$ cat config.mk
export PLATFORM = sky130hd
export DESIGN_NAME = ext_irq_ctrl
export DESIGN_NICKNAME = d
export VERILOG_FILES = /design/src/rtl/irq_pkg.sv /design/src/rtl/irq_pin_detect.sv /design/src/rtl/irq_arbiter.sv /design/src/rtl/ext_irq_ctrl.sv
export SDC_FILE = /design/constraint.sdc
export NUM_CORES = 1
export LEC_CHECK = 0
export BUFFER_PORTS_ARGS = -buffer_cell sky130_fd_sc_hd__buf_2
export CAP_MARGIN = 20
export CORE_AREA = 2 2 194 196
export CTS_CLUSTER_DIAMETER = 30
export CTS_CLUSTER_SIZE = 16
export DETAILED_ROUTE_END_ITERATION = 8
export DIE_AREA = 0 0 196 198
export SYNTH_ARGS = -nofsm -noshare
export SYNTH_HDL_FRONTEND = slang
export SYNTH_SLANG_ARGS = --single-unit
export TNS_END_PERCENT = 50
$ cat constraint.sdc
create_clock -name clk_i -period 68.4 [get_ports clk_i]
set_input_delay 20.52 -clock clk_i [delete_from_list [all_inputs] [get_ports clk_i]]
set_output_delay 20.52 -clock clk_i [all_outputs]
set_load 0.01 [all_outputs]
$ cat src/rtl/irq_pkg.sv
package irq_pkg;
  localparam int unsigned N_IRQ  = 16;
  localparam int unsigned LVL_W  = 3;
  localparam int unsigned DATA_W = 16;
  localparam int unsigned ADDR_W = 3;
  localparam int unsigned ID_W   = $clog2(N_IRQ);

  typedef enum logic [1:0] {
    SENSE_LOW  = 2'd0,
    SENSE_FALL = 2'd1,
    SENSE_RISE = 2'd2,
    SENSE_OFF  = 2'd3
  } sense_e;

  localparam logic [ADDR_W-1:0] REG_SENSE_LO = 3'd0;
  localparam logic [ADDR_W-1:0] REG_ENABLE   = 3'd2;
  localparam logic [ADDR_W-1:0] REG_STATUS   = 3'd3;
  localparam logic [ADDR_W-1:0] REG_PRIO0    = 3'd4;
endpackage

$ cat src/rtl/irq_pin_detect.sv
module irq_pin_detect
  import irq_pkg::*;
#(
  parameter int unsigned SYNC_STAGES = 2
) (
  input  logic   clk_i,
  input  logic   rst_ni,
  input  logic   pin_i,
  input  sense_e mode_i,
  output logic   set_o
);
  // chain_q[SYNC_STAGES-1] is the synchronised pin, chain_q[SYNC_STAGES] its previous value
  logic [SYNC_STAGES:0] chain_q;
  logic cur, prev;

  always_ff @(posedge clk_i or negedge rst_ni) begin
    if (!rst_ni) chain_q <= '1;
    else         chain_q <= {chain_q[SYNC_STAGES-1:0], pin_i};
  end

  assign cur  = chain_q[SYNC_STAGES-1];
  assign prev = chain_q[SYNC_STAGES];

  always_comb begin
    case (mode_i)
      SENSE_LOW:  set_o = ~cur;
      SENSE_FALL: set_o = prev & ~cur;
      SENSE_RISE: set_o = ~prev & cur;
      default:    set_o = 1'b0;
    endcase
  end
endmodule

$ cat src/rtl/irq_arbiter.sv
module irq_arbiter #(
  parameter int unsigned N     = 16,
  parameter int unsigned LVL_W = 3,
  localparam int unsigned ID_W = $clog2(N)
) (
  input  logic [N-1:0]            pend_i,
  input  logic [N-1:0][LVL_W-1:0] lvl_i,
  output logic                    req_o,
  output logic [ID_W-1:0]         id_o,
  output logic [LVL_W-1:0]        lvl_o
);
  always_comb begin
    lvl_o = '0;
    id_o  = '0;
    // strict compare keeps the lowest index on ties; level 0 never wins
    for (int i = 0; i < N; i++) begin
      if (pend_i[i] && (lvl_i[i] > lvl_o)) begin
        lvl_o = lvl_i[i];
        id_o  = ID_W'(i);
      end
    end
  end

  assign req_o = (lvl_o != '0);
endmodule

$ cat src/rtl/ext_irq_ctrl.sv
module ext_irq_ctrl
  import irq_pkg::*;
(
  input  logic              clk_i,
  input  logic              rst_ni,
  input  logic [N_IRQ-1:0]  irq_pin_i,
  input  logic              bus_req_i,
  input  logic              bus_we_i,
  input  logic [ADDR_W-1:0] bus_addr_i,
  input  logic [1:0]        bus_be_i,
  input  logic [DATA_W-1:0] bus_wdata_i,
  output logic [DATA_W-1:0] bus_rdata_o,
  output logic              irq_req_o,
  output logic [ID_W-1:0]   irq_id_o,
  output logic [LVL_W-1:0]  irq_lvl_o
);
  logic                         wr_en, rd_status;
  logic [N_IRQ-1:0][1:0]        sense_q;
  logic [N_IRQ-1:0]             en_q, flag_q, armed_q, set_ev, clr_fire;
  logic [N_IRQ-1:0][LVL_W-1:0]  prio_q;

  assign wr_en     = bus_req_i & bus_we_i;
  assign rd_status = bus_req_i & ~bus_we_i & (bus_addr_i == REG_STATUS);

  for (genvar n = 0; n < N_IRQ; n++) begin : g_pin
    localparam int unsigned SBIT  = 2 * (n % 8);
    localparam int unsigned SLANE = (n % 8) / 4;
    localparam int unsigned BLANE = n / 8;
    localparam int unsigned POFF  = (3 - (n % 4)) * 4;
    localparam int unsigned PLANE = POFF / 8;
    localparam logic [ADDR_W-1:0] SADDR = REG_SENSE_LO + ADDR_W'(n / 8);
    localparam logic [ADDR_W-1:0] PADDR = REG_PRIO0 + ADDR_W'(n / 4);

    sense_e           sense_r;
    logic             en_r, flag_r, armed_r;
    logic [LVL_W-1:0] prio_r;

    irq_pin_detect #(.SYNC_STAGES(2)) u_det (
      .clk_i  (clk_i),
      .rst_ni (rst_ni),
      .pin_i  (irq_pin_i[n]),
      .mode_i (sense_r),
      .set_o  (set_ev[n])
    );

    // a clear needs a prior read-as-one and loses to a simultaneous set
    assign clr_fire[n] = wr_en && (bus_addr_i == REG_STATUS) && bus_be_i[BLANE]
                         && !bus_wdata_i[n] && armed_r && !set_ev[n];

    always_ff @(posedge clk_i or negedge rst_ni) begin
      if (!rst_ni) begin
        sense_r <= SENSE_LOW;
        en_r    <= 1'b0;
        prio_r  <= '0;
        flag_r  <= 1'b0;
        armed_r <= 1'b0;
      end else begin
        if (wr_en && bus_addr_i == SADDR && bus_be_i[SLANE])
          sense_r <= sense_e'(bus_wdata_i[SBIT +: 2]);
        if (wr_en && bus_addr_i == REG_ENABLE && bus_be_i[BLANE])
          en_r <= bus_wdata_i[n];
        if (wr_en && bus_addr_i == PADDR && bus_be_i[PLANE])
          prio_r <= bus_wdata_i[POFF +: LVL_W];
        flag_r <= set_ev[n] | (flag_r & ~clr_fire[n]);
        if (set_ev[n] || clr_fire[n])    armed_r <= 1'b0;
        else if (rd_status && flag_r)    armed_r <= 1'b1;
      end
    end

    assign sense_q[n] = sense_r;
    assign en_q[n]    = en_r;
    assign prio_q[n]  = prio_r;
    assign flag_q[n]  = flag_r;
    assign armed_q[n] = armed_r;
  end

  always_comb begin
    bus_rdata_o = '0;
    for (int n = 0; n < N_IRQ; n++) begin
      if (bus_addr_i == REG_SENSE_LO + ADDR_W'(n / 8))
        bus_rdata_o[2 * (n % 8) +: 2] = sense_q[n];
      if (bus_addr_i == REG_ENABLE) bus_rdata_o[n] = en_q[n];
      if (bus_addr_i == REG_STATUS) bus_rdata_o[n] = flag_q[n];
      if (bus_addr_i == REG_PRIO0 + ADDR_W'(n / 4))
        bus_rdata_o[(3 - (n % 4)) * 4 +: LVL_W] = prio_q[n];
    end
  end

  irq_arbiter #(.N(N_IRQ), .LVL_W(LVL_W)) u_arb (
    .pend_i (flag_q & en_q),
    .lvl_i  (prio_q),
    .req_o  (irq_req_o),
    .id_o   (irq_id_o),
    .lvl_o  (irq_lvl_o)
  );
endmodule

==> metrics.log <==
[metrics] layout cell share with drive strength beyond 1: 0.261
[metrics] setup repair after global routing missed its margin: no
[metrics] synth unique cells: 87
[metrics] crit path time final: approximately 44 ns
[metrics] Critical Path, Cell by Cell: buf_2 > inv_1 > nor3_1 > a21oi_1 > o21ai_0 > o21ai_0 > o21ai_0 > buf_2
[metrics] router iterations before antenna repair: 5
[metrics] warning count from the yosys run: 0
[metrics] routed vias/inst: between 5 and 6
[metrics] Worst Path Class, Setup: input port to output port
[metrics] number of buffers between clock root and the deepest sink: 2
[metrics] DP Area: about 11,000 um2
[metrics] total count of hold-check failures in the final report: 0
[metrics] worst endpoint data arrival time: 22.99 ns
[metrics] count of fill cells added during filler insertion: roughly 3,800
[metrics] Mapped Cells: ~980
[metrics] total of hold buffers inserted after clock tree synthesis: 0
[metrics] Lkg Pwr: around 4.7 nW
[metrics] Final Routed Wirelength: slightly above 30 mm
[metrics] standard cell with the maximum stage delay on the critical path: sky130_fd_sc_hd__buf_2
[metrics] Total Neg Setup Slack: 0 ns
[metrics] Pins Over Slew Limit: 0
[metrics] delay of the slowest cell on the worst path: ~0.69 ns
[metrics] proportion of synthesized flip-flops having asynchronous set or reset: 1.00
[metrics] number of clock sinks: around 180
[metrics] Area contributors post-synth: sky130_fd_sc_hd__dfrtp_1 (33%), sky130_fd_sc_hd__dfstp_2 (13%), sky130_fd_sc_hd__mux2_2 (9.2%)
[metrics] normalized max-slew margin: 0.387
[metrics] Final Net Count: 1,092
[metrics] Overall Global Routing Usage: 0.160
[metrics] maximum number of pins on one net before global-route repair: a little under 100
[metrics] total number of vias: 8,088
[metrics] Setup crit start kind: input port
[metrics] number of nets produced by synthesis: 1,038
[metrics] quantity of I/O buffers inserted on ports: 64
[metrics] most common cell after layout, fill and taps aside: sky130_fd_sc_hd__dfrtp_1
[metrics] worst-skew pair later-pin latency: 0.45 ns
[metrics] via count of the first global-routing pass: just under 8,000
[metrics] worst hold-check path type: flop to flop
[metrics] number of antenna violations at the first check in global routing: 1
[metrics] transition at the pin with the smallest max-transition slack: slightly above 0.9 ns
[metrics] count of cells resized by post-cts repair: 0
[metrics] highest-count cells in the layout ignoring fill and taps: sky130_fd_sc_hd__dfrtp_1 (128), sky130_fd_sc_hd__nand2_1 (99), sky130_fd_sc_hd__nor2_1 (95)
[metrics] H-tree level count: 4
[metrics] CTS tree: yes
[metrics] post-detailed-route count of antenna-violating nets: 0
[metrics] number of standard-cell rows in the floorplan: between 70 and 80
[metrics] drt wl/cell: approximately 20 um
[metrics] post-CTS setup buffers: 0
[metrics] Top FF cell, synth: sky130_fd_sc_hd__dfrtp_1
[metrics] sequential-to-total area share from yosys stat: 0.454
[metrics] height of the die: just under 200 um
[metrics] TritonCTS Buffers: 17
[metrics] growth of design area from synthesis to finish: 14.6%
[metrics] half-perimeter wire length after detailed placement: 22.6 mm
[metrics] Max Clk Rate: 0.0230 GHz
[metrics] minimum setup slack after placement: between 20 and 30 ns
[metrics] setup clock skew after layout: roughly 0.011 ns
[metrics] area of all placed cells without fillers: approximately 11,000 um2
[metrics] number of top-level pins: between 60 and 70
[metrics] top cell type's share of synthesized area: 0.325
[metrics] data required time at the worst endpoint: between 40 and 50 ns
[metrics] initial cell density of the core: 0.266
[metrics] largest fanout on the critical path: 45
[metrics] core region area: 37,000 um2
[metrics] P per Cell Area: 35.3 nW/um2
[metrics] mean instance size in the synthesized netlist: 10.1 um2
[metrics] Final Cycle Share: 0.636
[metrics] start point of the critical path: bus_addr_i[2]
[metrics] critical path's most frequent cell: sky130_fd_sc_hd__o21ai_0
[metrics] residual DRC count: 0
[metrics] startpoint of the worst-slack reg-to-reg timing path: g_pin[14].u_det.chain_q[1]$_DFF_PN1_
[metrics] overall overflow remaining after global route: 0
[metrics] gpl congestion: 0.890
[metrics] final-report setup violation count: 0
[metrics] worst vdd ir: 0.0189 mV
[metrics] max-cap violation count: 0
[metrics] Yosys top cell by area: sky130_fd_sc_hd__dfrtp_1
[metrics] Min-Delay Startpoint: g_pin[15].u_det.chain_q[0]$_DFF_PN1_
[metrics] netlist area before placement: roughly 9800 um2
[metrics] Synth Register Bits: about 180
[metrics] root cell of the clock tree: sky130_fd_sc_hd__clkbuf_16
[metrics] Die Span X: approximately 200 um
[metrics] nature of the critical path endpoint: output port
[metrics] Die Outline Area: ~39,000 um2
[metrics] wire length of the first global-routing pass: between 40 and 50 mm
[metrics] number of flops mapped to enable cells by yosys: 0
[metrics] clock transition at the registers of the reported paths: 0.07 ns
[metrics] ant diodes: 0
[metrics] result of the run: finished, final reports clean
[metrics] Iter 0 DRT Violations: 716
[metrics] fin worst setup slack: ~25 ns
## flip-flops by register name, summed over array words and instances, names as in the netlist
signal,count
g_pin.prio_r,48
g_pin.u_det.chain_q,48
g_pin.sense_r,32
g_pin.armed_r,16
g_pin.en_r,16
g_pin.flag_r,16
## kinds of logic after synthesis
kind of cell / synth area share
muxes: 0.125
buffers and inverters: 0.0268
and+or+nand+nor: 0.179
DFF: 0.454
adders and majority gates: 0.0306
AOI/OAI and AO/OA: 0.185
## synthesized netlist by cell type (7+ instances only)
master and count:
sky130_fd_sc_hd__clkbuf_1 22, sky130_fd_sc_hd__a22oi_1 7, sky130_fd_sc_hd__nand2_1 99, sky130_fd_sc_hd__a221oi_1 12, sky130_fd_sc_hd__nor2b_1 18, sky130_fd_sc_hd__nand3_1 27, sky130_fd_sc_hd__nor2_1 95, sky130_fd_sc_hd__mux2_2 80
sky130_fd_sc_hd__dfrtp_1 128, sky130_fd_sc_hd__a221o_1 16, sky130_fd_sc_hd__nand2b_1 8, sky130_fd_sc_hd__mux2i_1 12, sky130_fd_sc_hd__nor3b_1 12, sky130_fd_sc_hd__ha_1 20, sky130_fd_sc_hd__inv_1 31, sky130_fd_sc_hd__a21o_1 9
sky130_fd_sc_hd__and2_1 14, sky130_fd_sc_hd__nand3b_1 19, sky130_fd_sc_hd__o21ai_0 73, sky130_fd_sc_hd__and3_1 15, sky130_fd_sc_hd__a21oi_1 35, sky130_fd_sc_hd__o22ai_1 13, sky130_fd_sc_hd__nor3_1 28, sky130_fd_sc_hd__dfstp_2 48
## metrics by stage
| step | utilization | power [mW] | hold slack, ns | instances |
|---|---|---|---|---|
| after floorplan | - | 0.250 | 0.345 | 977 |
| after global routing | 0.305 | 0.425 | 0.360 | 1518 |
| after CTS | 0.305 | 0.400 | 0.357 | 1517 |
| after detailed placement | 0.288 | 0.298 | 0.347 | 1485 |
| final | 0.305 | 0.398 | 0.357 | 1518 |
| after global placement | 0.288 | 0.295 | 0.346 | 1485 |
## routing by layer
metal / global-route usage / wire length [um]
met3: 0.0228 / 1380
met2: 0.257 / 14300
met4: 0.0614 / 792
met1: 0.218 / 14000
met5: 0 / 11
## worst max-delay path, delay by kind of cell
| kind | cells | cell delay, ns |
|---|---|---|
| AO/OA/AOI/OAI | 4 | 0.54 |
| buffers and inverters | 3 | 1.30 |
| AND/OR/NAND/NOR | 1 | 0.61 |
## final timing paths
kind,endpoint,slack (ns),depth (start not counted)
setup / recovery,bus_rdata_o[8],24.89,8
hold / removal,g_pin[15].u_det.chain_q[1]$_DFF_PN1_,0.36,0
setup reg to reg,g_pin[14].armed_r$_DFFE_PN0P_,67.22,5
hold reg to reg,g_pin[15].u_det.chain_q[1]$_DFF_PN1_,0.36,0
max in group asynchronous,g_pin[15].u_det.chain_q[0]$_DFF_PN1_,47.11,3
min in group asynchronous,g_pin[0].armed_r$_DFFE_PN0P_,20.17,1
## power by group
part	leakage [nW]	total [mW]	internal [mW]	switching, mW
Sequential	2.07	0.138	0.119	0.0189
Clock	0.297	0.100	0.0515	0.0486
Combinational	2.32	0.161	0.0697	0.0909
Total	4.68	0.398	0.240	0.158
## layout make-up
cell class	count	area (um2)	area share
clock buffers	18	450	0.0399
well taps	474	593	0.0526
repair buffers	67	372	0.0329
multi-input cells	736	5120	0.454
inverters	33	124	0.0110
clock inverters	14	159	0.0141
flip-flops and latches	176	4460	0.396
(Power assumes the default switching activity.)
